[config.mk]
export PLATFORM = sky130hd
export DESIGN_NAME = pulse_capture_timer
export DESIGN_NICKNAME = d
export VERILOG_FILES = /design/src/rtl/pcap_pkg.sv /design/src/rtl/pcap_sync.sv /design/src/rtl/pcap_tick_sel.sv /design/src/rtl/pcap_core.sv /design/src/rtl/pulse_capture_timer.sv
export SDC_FILE = /design/constraint.sdc
export NUM_CORES = 1
export LEC_CHECK = 0
export BUFFER_PORTS_ARGS = -buffer_cell sky130_fd_sc_hd__buf_2
export CAP_MARGIN = 20
export CORE_ASPECT_RATIO = 1.4
export CORE_MARGIN = 1.5
export CORE_UTILIZATION = 50
export DETAILED_ROUTE_END_ITERATION = 10
export MAX_ROUTING_LAYER = met4
export PLACE_DENSITY = 0.7
export RECOVER_POWER = 50
export SLEW_MARGIN = 20
export SYNTH_ARGS = -nofsm -noshare
export SYNTH_HDL_FRONTEND = slang
export SYNTH_HIERARCHICAL = 1
export SYNTH_SLANG_ARGS = --single-unit
[constraint.sdc]
create_clock -name clk -period 3.35 [get_ports clk]
set_input_delay 0.335 -clock clk [delete_from_list [all_inputs] [get_ports clk]]
set_output_delay 0.335 -clock clk [all_outputs]
set_load 0.01 [all_outputs]
[src/rtl/pcap_pkg.sv]
package pcap_pkg;
    typedef enum logic [1:0] {
        MEAS_FALL = 2'b00,
        MEAS_RISE = 2'b01,
        MEAS_BOTH = 2'b10,
        MEAS_RSVD = 2'b11
    } meas_mode_e;

    typedef enum logic [1:0] {
        SRC_FAST  = 2'b00,
        SRC_DIV8  = 2'b01,
        SRC_DIV32 = 2'b10,
        SRC_SLOW  = 2'b11
    } tick_src_e;

    typedef struct packed {
        tick_src_e  src;
        meas_mode_e mode;
    } cfg_t;

    localparam int NUM_SRC = 4;
endpackage

[src/rtl/pcap_sync.sv]
module pcap_sync #(
    parameter int STAGES = 2
) (
    input  logic clk,
    input  logic rst_n,
    input  logic async_i,
    output logic rise_o,
    output logic fall_o
);
    localparam int DEPTH = STAGES + 1;

    logic [DEPTH-1:0] sh_d, sh_q;

    always_comb begin
        sh_d = {sh_q[DEPTH-2:0], async_i};
    end

    always_ff @(posedge clk or negedge rst_n) begin
        if (!rst_n) sh_q <= '0;
        else        sh_q <= sh_d;
    end

    assign rise_o =  sh_q[STAGES-1] & ~sh_q[STAGES];
    assign fall_o = ~sh_q[STAGES-1] &  sh_q[STAGES];
endmodule

[src/rtl/pcap_tick_sel.sv]
module pcap_tick_sel
    import pcap_pkg::*;
(
    input  logic [NUM_SRC-1:0] strobes_i,
    input  tick_src_e          src_i,
    output logic               tick_o
);
    always_comb begin
        tick_o = strobes_i[src_i];
    end
endmodule

[src/rtl/pcap_core.sv]
module pcap_core
    import pcap_pkg::*;
#(
    parameter int CNT_W = 16
) (
    input  logic             clk,
    input  logic             rst_n,
    input  logic             run_i,
    input  logic             tick_i,
    input  logic             rise_i,
    input  logic             fall_i,
    input  logic             cfg_wr_i,
    input  logic [3:0]       cfg_wdata_i,
    output tick_src_e        src_o,
    output logic [4:0]       cfg_rdata_o,
    output logic [CNT_W-1:0] capture_o,
    output logic             irq_o
);
    localparam logic [CNT_W-1:0] CNT_MAX = '1;

    typedef struct packed {
        cfg_t             cfg;
        logic [CNT_W-1:0] cnt;
        logic [CNT_W-1:0] cap;
        logic             ovf;
        logic             ovf_aged;
        logic             armed;
        logic             irq;
    } state_t;

    state_t st_d, st_q;
    logic   edge_hit;
    logic   wrap_hit;
    logic   clr_ok;

    always_comb begin
        unique case (st_q.cfg.mode)
            MEAS_FALL: edge_hit = fall_i;
            MEAS_RISE: edge_hit = rise_i;
            MEAS_BOTH: edge_hit = rise_i | fall_i;
            default:   edge_hit = 1'b0;
        endcase
        wrap_hit = run_i & tick_i & ~edge_hit & (st_q.cnt == CNT_MAX);
        clr_ok   = cfg_wr_i & run_i & st_q.ovf & (st_q.ovf_aged | tick_i);

        st_d     = st_q;
        st_d.irq = 1'b0;

        if (run_i) begin
            if (edge_hit) begin
                st_d.cap   = st_q.cnt;
                st_d.cnt   = '0;
                st_d.irq   = st_q.armed;
                st_d.armed = 1'b1;
            end else if (tick_i) begin
                st_d.cnt = st_q.cnt + CNT_W'(1);
            end
        end else begin
            st_d.armed = 1'b0;
        end

        if (run_i && tick_i && st_q.ovf) st_d.ovf_aged = 1'b1;
        if (clr_ok) begin
            st_d.ovf      = 1'b0;
            st_d.ovf_aged = 1'b0;
        end
        if (wrap_hit) begin
            st_d.ovf      = 1'b1;
            st_d.ovf_aged = 1'b0;
            st_d.irq      = 1'b1;
        end

        if (cfg_wr_i) begin
            st_d.cfg.mode = meas_mode_e'(cfg_wdata_i[1:0]);
            st_d.cfg.src  = tick_src_e'(cfg_wdata_i[3:2]);
        end
    end

    always_ff @(posedge clk or negedge rst_n) begin
        if (!rst_n) st_q <= '0;
        else        st_q <= st_d;
    end

    assign src_o       = st_q.cfg.src;
    assign cfg_rdata_o = {st_q.ovf, st_q.cfg.src, st_q.cfg.mode};
    assign capture_o   = st_q.cap;
    assign irq_o       = st_q.irq;

    assert_count_step_R1: assert property (@(posedge clk) disable iff (!rst_n)
        (run_i && tick_i && !edge_hit && st_q.cnt != CNT_MAX)
        |=> (st_q.cnt == $past(st_q.cnt) + CNT_W'(1)));

    assert_count_hold_R1: assert property (@(posedge clk) disable iff (!rst_n)
        !run_i |=> $stable(st_q.cnt));

    assert_capture_clear_R2: assert property (@(posedge clk) disable iff (!rst_n)
        (run_i && edge_hit) |=> (st_q.cnt == '0 && st_q.cap == $past(st_q.cnt)));

    assert_reserved_quiet_R5: assert property (@(posedge clk) disable iff (!rst_n)
        (st_q.cfg.mode == MEAS_RSVD) |=> $stable(st_q.cap));

    assert_first_edge_silent_R7: assert property (@(posedge clk) disable iff (!rst_n)
        (run_i && edge_hit && !st_q.armed) |=> !st_q.irq);

    assert_wrap_flag_R8: assert property (@(posedge clk) disable iff (!rst_n)
        wrap_hit |=> (st_q.cnt == '0 && st_q.ovf && st_q.irq));

    assert_flag_kept_stopped_R9: assert property (@(posedge clk) disable iff (!rst_n)
        (st_q.ovf && !run_i) |=> st_q.ovf);
endmodule

[src/rtl/pulse_capture_timer.sv]
module pulse_capture_timer
    import pcap_pkg::*;
#(
    parameter int CNT_W       = 16,
    parameter int SYNC_STAGES = 2
) (
    input  logic             clk,
    input  logic             rst_n,
    input  logic             run_i,
    input  logic             tick_fast_i,
    input  logic             tick_div8_i,
    input  logic             tick_div32_i,
    input  logic             tick_slow_i,
    input  logic             meas_i,
    input  logic             cfg_wr_i,
    input  logic [3:0]       cfg_wdata_i,
    output logic [4:0]       cfg_rdata_o,
    output logic [CNT_W-1:0] capture_o,
    output logic             irq_o
);
    logic      rise, fall, tick;
    tick_src_e src;

    pcap_sync #(.STAGES(SYNC_STAGES)) u_sync (
        .clk     (clk),
        .rst_n   (rst_n),
        .async_i (meas_i),
        .rise_o  (rise),
        .fall_o  (fall)
    );

    pcap_tick_sel u_tick (
        .strobes_i ({tick_slow_i, tick_div32_i, tick_div8_i, tick_fast_i}),
        .src_i     (src),
        .tick_o    (tick)
    );

    pcap_core #(.CNT_W(CNT_W)) u_core (
        .clk         (clk),
        .rst_n       (rst_n),
        .run_i       (run_i),
        .tick_i      (tick),
        .rise_i      (rise),
        .fall_i      (fall),
        .cfg_wr_i    (cfg_wr_i),
        .cfg_wdata_i (cfg_wdata_i),
        .src_o       (src),
        .cfg_rdata_o (cfg_rdata_o),
        .capture_o   (capture_o),
        .irq_o       (irq_o)
    );
endmodule

# Word level (Yosys, flattened, before mapping)
# Cells that the tools add are included.
dict set report totals {
  input_bits 13
  ff_bits 43
  ram_bits 0
  n_memories 0
  latchBits 0
  mem_bits_ro 0
}
dict set report classes {
  n_mux 12
  eq_ne 4
  n_reduce_logical 8
  n_mul 0
  addsub 1
  order_cmp 1
  n_shift 0
  n_bitwise 13
  div 0
}
# cell n
set op_table {}
lappend op_table {{two-way mux 16 bit} 2}
lappend op_table {{adder 16 x 1 -> 16 bit, second input constant} 1}
lappend op_table {{equality test 16 bit, second input constant} 1}
lappend op_table {{AND 1 bit} 8}
lappend op_table {{two-way mux 2 bit} 3}
lappend op_table {{two-way mux 1 bit} 5}
lappend op_table {{AND reduction 2 bit} 2}
lappend op_table {{nonzero test 2 bit} 2}
lappend op_table {{less-than comparator 2 x 3 -> 1 bit, second input constant} 1}
lappend op_table {{inverter 1 bit} 3}
lappend op_table {{one-hot mux 1 bit (3 select lines)} 1}
lappend op_table {{nonzero test 3 bit} 1}
lappend op_table {{binary-select mux 1 bit (select 2 bit)} 1}
lappend op_table {{equality test 2 x 1 -> 1 bit, second input constant} 1}
lappend op_table {{equality test 2 bit, second input constant} 1}
lappend op_table {{logical AND 1 bit} 2}
lappend op_table {{logical NOT 2 bit} 1}
lappend op_table {{!= test 2 x 1 -> 1 bit, second input constant} 1}
lappend op_table {{bitwise OR 1 bit} 2}

# Longest topological paths before layout
dict set report logic_depth {
  ltp_word 8
  depth_mapped 7
  ltp_nobuf 5
}

# By module
# The synthesis kept the hierarchy.
# mod area_each_um2 n_inst seq_area_each_um2 cells_each
set modules_own_cells {}
lappend modules_own_cells {pcap_core 1935.6 1 1001.0 174}
lappend modules_own_cells {pcap_sync 90.1 1 75.1 5}
lappend modules_own_cells {pcap_tick_sel 22.5 1 0.0 1}

# Worst setup path before layout
# OpenSTA, ideal clock, no wires.
dict set report synth_path {
  kind {flip-flop to flip-flop}
  start {reg u_core.st_q (netlist bit u_core/src_o[0])}
  end {reg u_core/st_q[2] (netlist name)}
  path_slack_ps 1114
  stages_incl_launch_ff 7
  required_ps 3233
  period_less_slack_ps 2236
  t_arrival_ps 2119
  cell_sequence {dfrtp_1 -> buf_4 -> mux4_2 -> nand4_1 -> or4_1 -> or4_4 -> and2_4}
}
dict set report synth_between {
  elab_chain_len 6
  elab_cells_between_ends 12
}
# item line
set synth_lines {}
lappend synth_lines {{from (decl)} pcap_core.sv:31} ;# state_t st_d, st_q;
lappend synth_lines {{from (signal assigned)} pcap_core.sv:81} ;# else st_q <= st_d;
lappend synth_lines {{binary-select mux 1 bit (select 2 bit) *} pcap_tick_sel.sv:9} ;# tick_o = strobes_i[src_i];
lappend synth_lines {{two-way mux 1 bit (implied by the code) *} pcap_tick_sel.sv:9}
lappend synth_lines {{named net tick} pulse_capture_timer.sv:21} ;# logic rise, fall, tick;
lappend synth_lines {{AND 1 bit or bitwise OR 1 bit (tied branches)} {pcap_core.sv:43, pcap_core.sv:44}}
lappend synth_lines {{AND 1 bit (on tied branches)} {pcap_core.sv:43, pcap_core.sv:44}}
lappend synth_lines {{AND 1 bit or two-way mux 2 bit (tied branches)} {pcap_core.sv:43, pcap_core.sv:63}}
lappend synth_lines {{nonzero test 3 bit (no line) or two-way mux 2 bit (tied branches)} -}
# Mark *: on every way through the listed nets, which the timed path passes. The rest lies on a longest branch. The select of a mux whose other input is x is not followed.
# A chain may end at the register's enable or synchronous reset.

# Worst setup path in the final report
# Same ends and word-level chain as after synthesis.

==> metrics.txt <==
result of the run=finished, violations left; violations in the final reports=capacitance limit, slew limit; maximum operating frequency=~400 MHz; global-route congestion overflow total=0; capturing element type of the critical path=flop; growth of design area from synthesis to finish=6.35%; critical path class=reg -> reg; number of buffers inserted during clock tree synthesis=5; I/O pin count=35; routed vias=1328; commonest non-fill, non-tap cell in the layout=sky130_fd_sc_hd__dfrtp_1; count of flip-flops with a built-in enable after synthesis=0; total clock sinks=43; sequential share of the synthesized area=0.525; area of the mapped netlist=2050 um2; start point of the critical path=u_core/src_o[0]; post-CTS setup-driven buffer insertion count=0; Avg WL per Cell=roughly 15 um; total wire length=between 3000 and 4000 um; internal power consumption=roughly 800 uW; top library cells by usage in the layout, fill and taps aside=sky130_fd_sc_hd__dfrtp_1, sky130_fd_sc_hd__buf_2, sky130_fd_sc_hd__mux2_2; primary flip-flop cell chosen by synthesis mapping=sky130_fd_sc_hd__dfrtp_1; Port-buffer cells=34; worst setup slack for register-to-register paths=820 ps; Power Dens Cells=506 nW/um2; fraction of registers with async set or reset after synthesis=1.00; startpoint types=flop; GRT Resource Usage Total=0.184; total net switching power=300 uW; pin count of the biggest net entering global routing=44; Std-Cell Core Area=3920 um2; period utilisation layout=0.756; Tightest Pin Transition=between 2000 and 2500 ps; initial DRC count=33; Clk Latency, worst-skew pair=300 ps; average footprint of a synthesized cell=11.4 um2; setup TNS=0 ps; startpoint of the most critical register-to-register path=u_core/src_o[0]; synthesis-stage register bit count=43; final worst path period need=~2500 ps; register share of total power=0.547; max cap viols=1; Synth Net Count=~190; global routing met1 resource utilization=0.218; CP Data Arrival Time=2740 ps; beginning of the worst hold path=meas_i; Pleak=1.03 nW; antenna cell count=0; combinational cell fraction of total power=0.137; post-route ant nets=0; area of the die=4490 um2; Layout Skew=roughly 12 ps; data required time at the worst endpoint=~3600 ps; cell count after synthesis=180; layer with the highest usage=met2; cell type of the slowest stage on the worst timing path=sky130_fd_sc_hd__or4_1; Global Route met2 Usage=0.300; number of inserted filler cells in the final layout=336; initial core utilization=0.523; num rows=27; Finish-stage setup viols=0; Distinct cells, synth=33; Max Transition Viols Final=44; Layout Nets=207; DPL Wire Length=~2500 um; cells along the critical path=mux4_2 > nand4_1 > or4_1 > or4_4 > and2_4; die width=between 50 and 60 um; post-DR vias/cell=5.60; number of detailed-route iterations in the first pass=4; hold crit path type=in -> reg; post-cts sizing count=0; number of antenna violations at the first check in global routing=0; RD Place Congestion=0.796; number of hold buffers added after CTS=0; clock network fraction of design power=0.316; first-pass GRT wire length=6200 um; final core area utilization=0.556; maximum fanout count along the critical path=11; Hold Fails Final Rpt=0; Reg clk slew, reported paths=90 ps; number of warnings issued by yosys=6; H-tree level count=2; number of global-route vias before repair=1350; Chip Height=roughly 79 um; relative max-transition margin=-0.495; proportion of total power due to net switching=0.272; setup repair after global routing missed its margin=no; GR Layer Usage met3=0.0391; slowest stage delay, CP=about 610 ps; CTS tree=yes; Residual DRC=0; Clock Root Buffer=sky130_fd_sc_hd__clkbuf_8; Max Buffers Root-to-Sink=2; worst-case vdd ir drop=a little under 0.4 mV; layout cell share with drive strength beyond 1=0.340
## critical path, delay by kind of cell, from the launching register on
| family | cells | cell delay, ps |
|---|---|---|
| and+or+nand+nor | 4 | 1600 |
| DFF | 1 | 410 |
| muxes | 1 | 420 |
## logic make-up after synthesis
| family | after synthesis | share of synthesized area |
|---|---|---|
| and+or+nand+nor | 56 | 0.147 |
| DFF | 43 | 0.525 |
| buffers and inverters | 32 | 0.102 |
| muxes | 23 | 0.132 |
| AOI/OAI and AO/OA | 14 | 0.0403 |
| xor gates and xnor gates | 11 | 0.0470 |
| adders and majority gates | 1 | 0.00611 |
## per-layer routing
metal	wire [um]	part of all wire
met1	1410	0.40
met2	1890	0.53
met3	188	0.053
met4	84	0.024
met5	0	0
## worst paths after layout
check | to | cells past startpoint
worst max-delay path | u_core/st_q[2] | 5
worst min-delay path | u_sync/sh_q[0] | 1
worst max register to register | u_core/st_q[2] | 5
worst min register to register | u_sync/sh_q[1] | 0
max in group asynchronous | u_core/st_q[25] | 1
min in group asynchronous | u_core/capture_o[7] | 1
## stage by stage
| stage | area (um2) | setup slack, ps | hold slack, ps | instances | power [mW] |
|---|---|---|---|---|---|
| after floorplan | 2050 | 1110 | 39.4 | 180 | 0.736 |
| after global placement | 2090 | 868 | 342 | 229 | 0.757 |
| after detailed placement | 2090 | 819 | 359 | 229 | 0.766 |
| after CTS | 2180 | 810 | 130 | 237 | 1.12 |
| after global routing | 2180 | 673 | 128 | 237 | 1.15 |
| final | 2180 | 816 | 138 | 237 | 1.10 |
## power by group through the flow
stage	sequential [mW]	combinational [mW]	clock (mW)
finish	0.603	0.150	0.349
global route	0.611	0.167	0.377
CTS	0.603	0.152	0.361
detailed placement	0.613	0.153	0
global placement	0.610	0.147	0
floorplan	0.594	0.142	0
## synth_stat cells, types with 2 or more instances
cell / instances / area share
sky130_fd_sc_hd__nor2_1: 14 / 0.026
sky130_fd_sc_hd__buf_4: 23 / 0.084
sky130_fd_sc_hd__nor3_1: 3 / 0.0073
sky130_fd_sc_hd__buf_2: 2 / 0.0049
sky130_fd_sc_hd__nor4_1: 7 / 0.021
sky130_fd_sc_hd__a21oi_1: 3 / 0.0073
sky130_fd_sc_hd__clkbuf_1: 3 / 0.0055
sky130_fd_sc_hd__a31oi_1: 2 / 0.0061
sky130_fd_sc_hd__nand3_1: 6 / 0.015
sky130_fd_sc_hd__inv_1: 3 / 0.0055
sky130_fd_sc_hd__o21ai_0: 4 / 0.0098
sky130_fd_sc_hd__mux2_2: 22 / 0.12
sky130_fd_sc_hd__xnor2_1: 10 / 0.043
sky130_fd_sc_hd__nand4_1: 4 / 0.012
sky130_fd_sc_hd__dfrtp_1: 43 / 0.53
sky130_fd_sc_hd__or3_1: 3 / 0.0092
sky130_fd_sc_hd__nand2_1: 12 / 0.022
## final cells by class
cell class	count	area, um2	area share
Sequential cell	43	1080	0.494
Multi-Input combinational cell	105	767	0.352
Timing Repair Buffer	35	171	0.0787
Clock buffer	6	82.6	0.0379
Tap cell	43	53.8	0.0247
Clock inverter	2	16.3	0.00747
Inverter	3	11.3	0.00517
## sequential cells by signal, summed over array words and instances (netlist names)
name                flops
u_core/st_q            18
u_core/capture_o       16
u_core/cfg_rdata_o      3
u_sync/sh_q             3
u_core/src_o            2
u_core/irq_o            1
(Power assumes the default switching activity.)
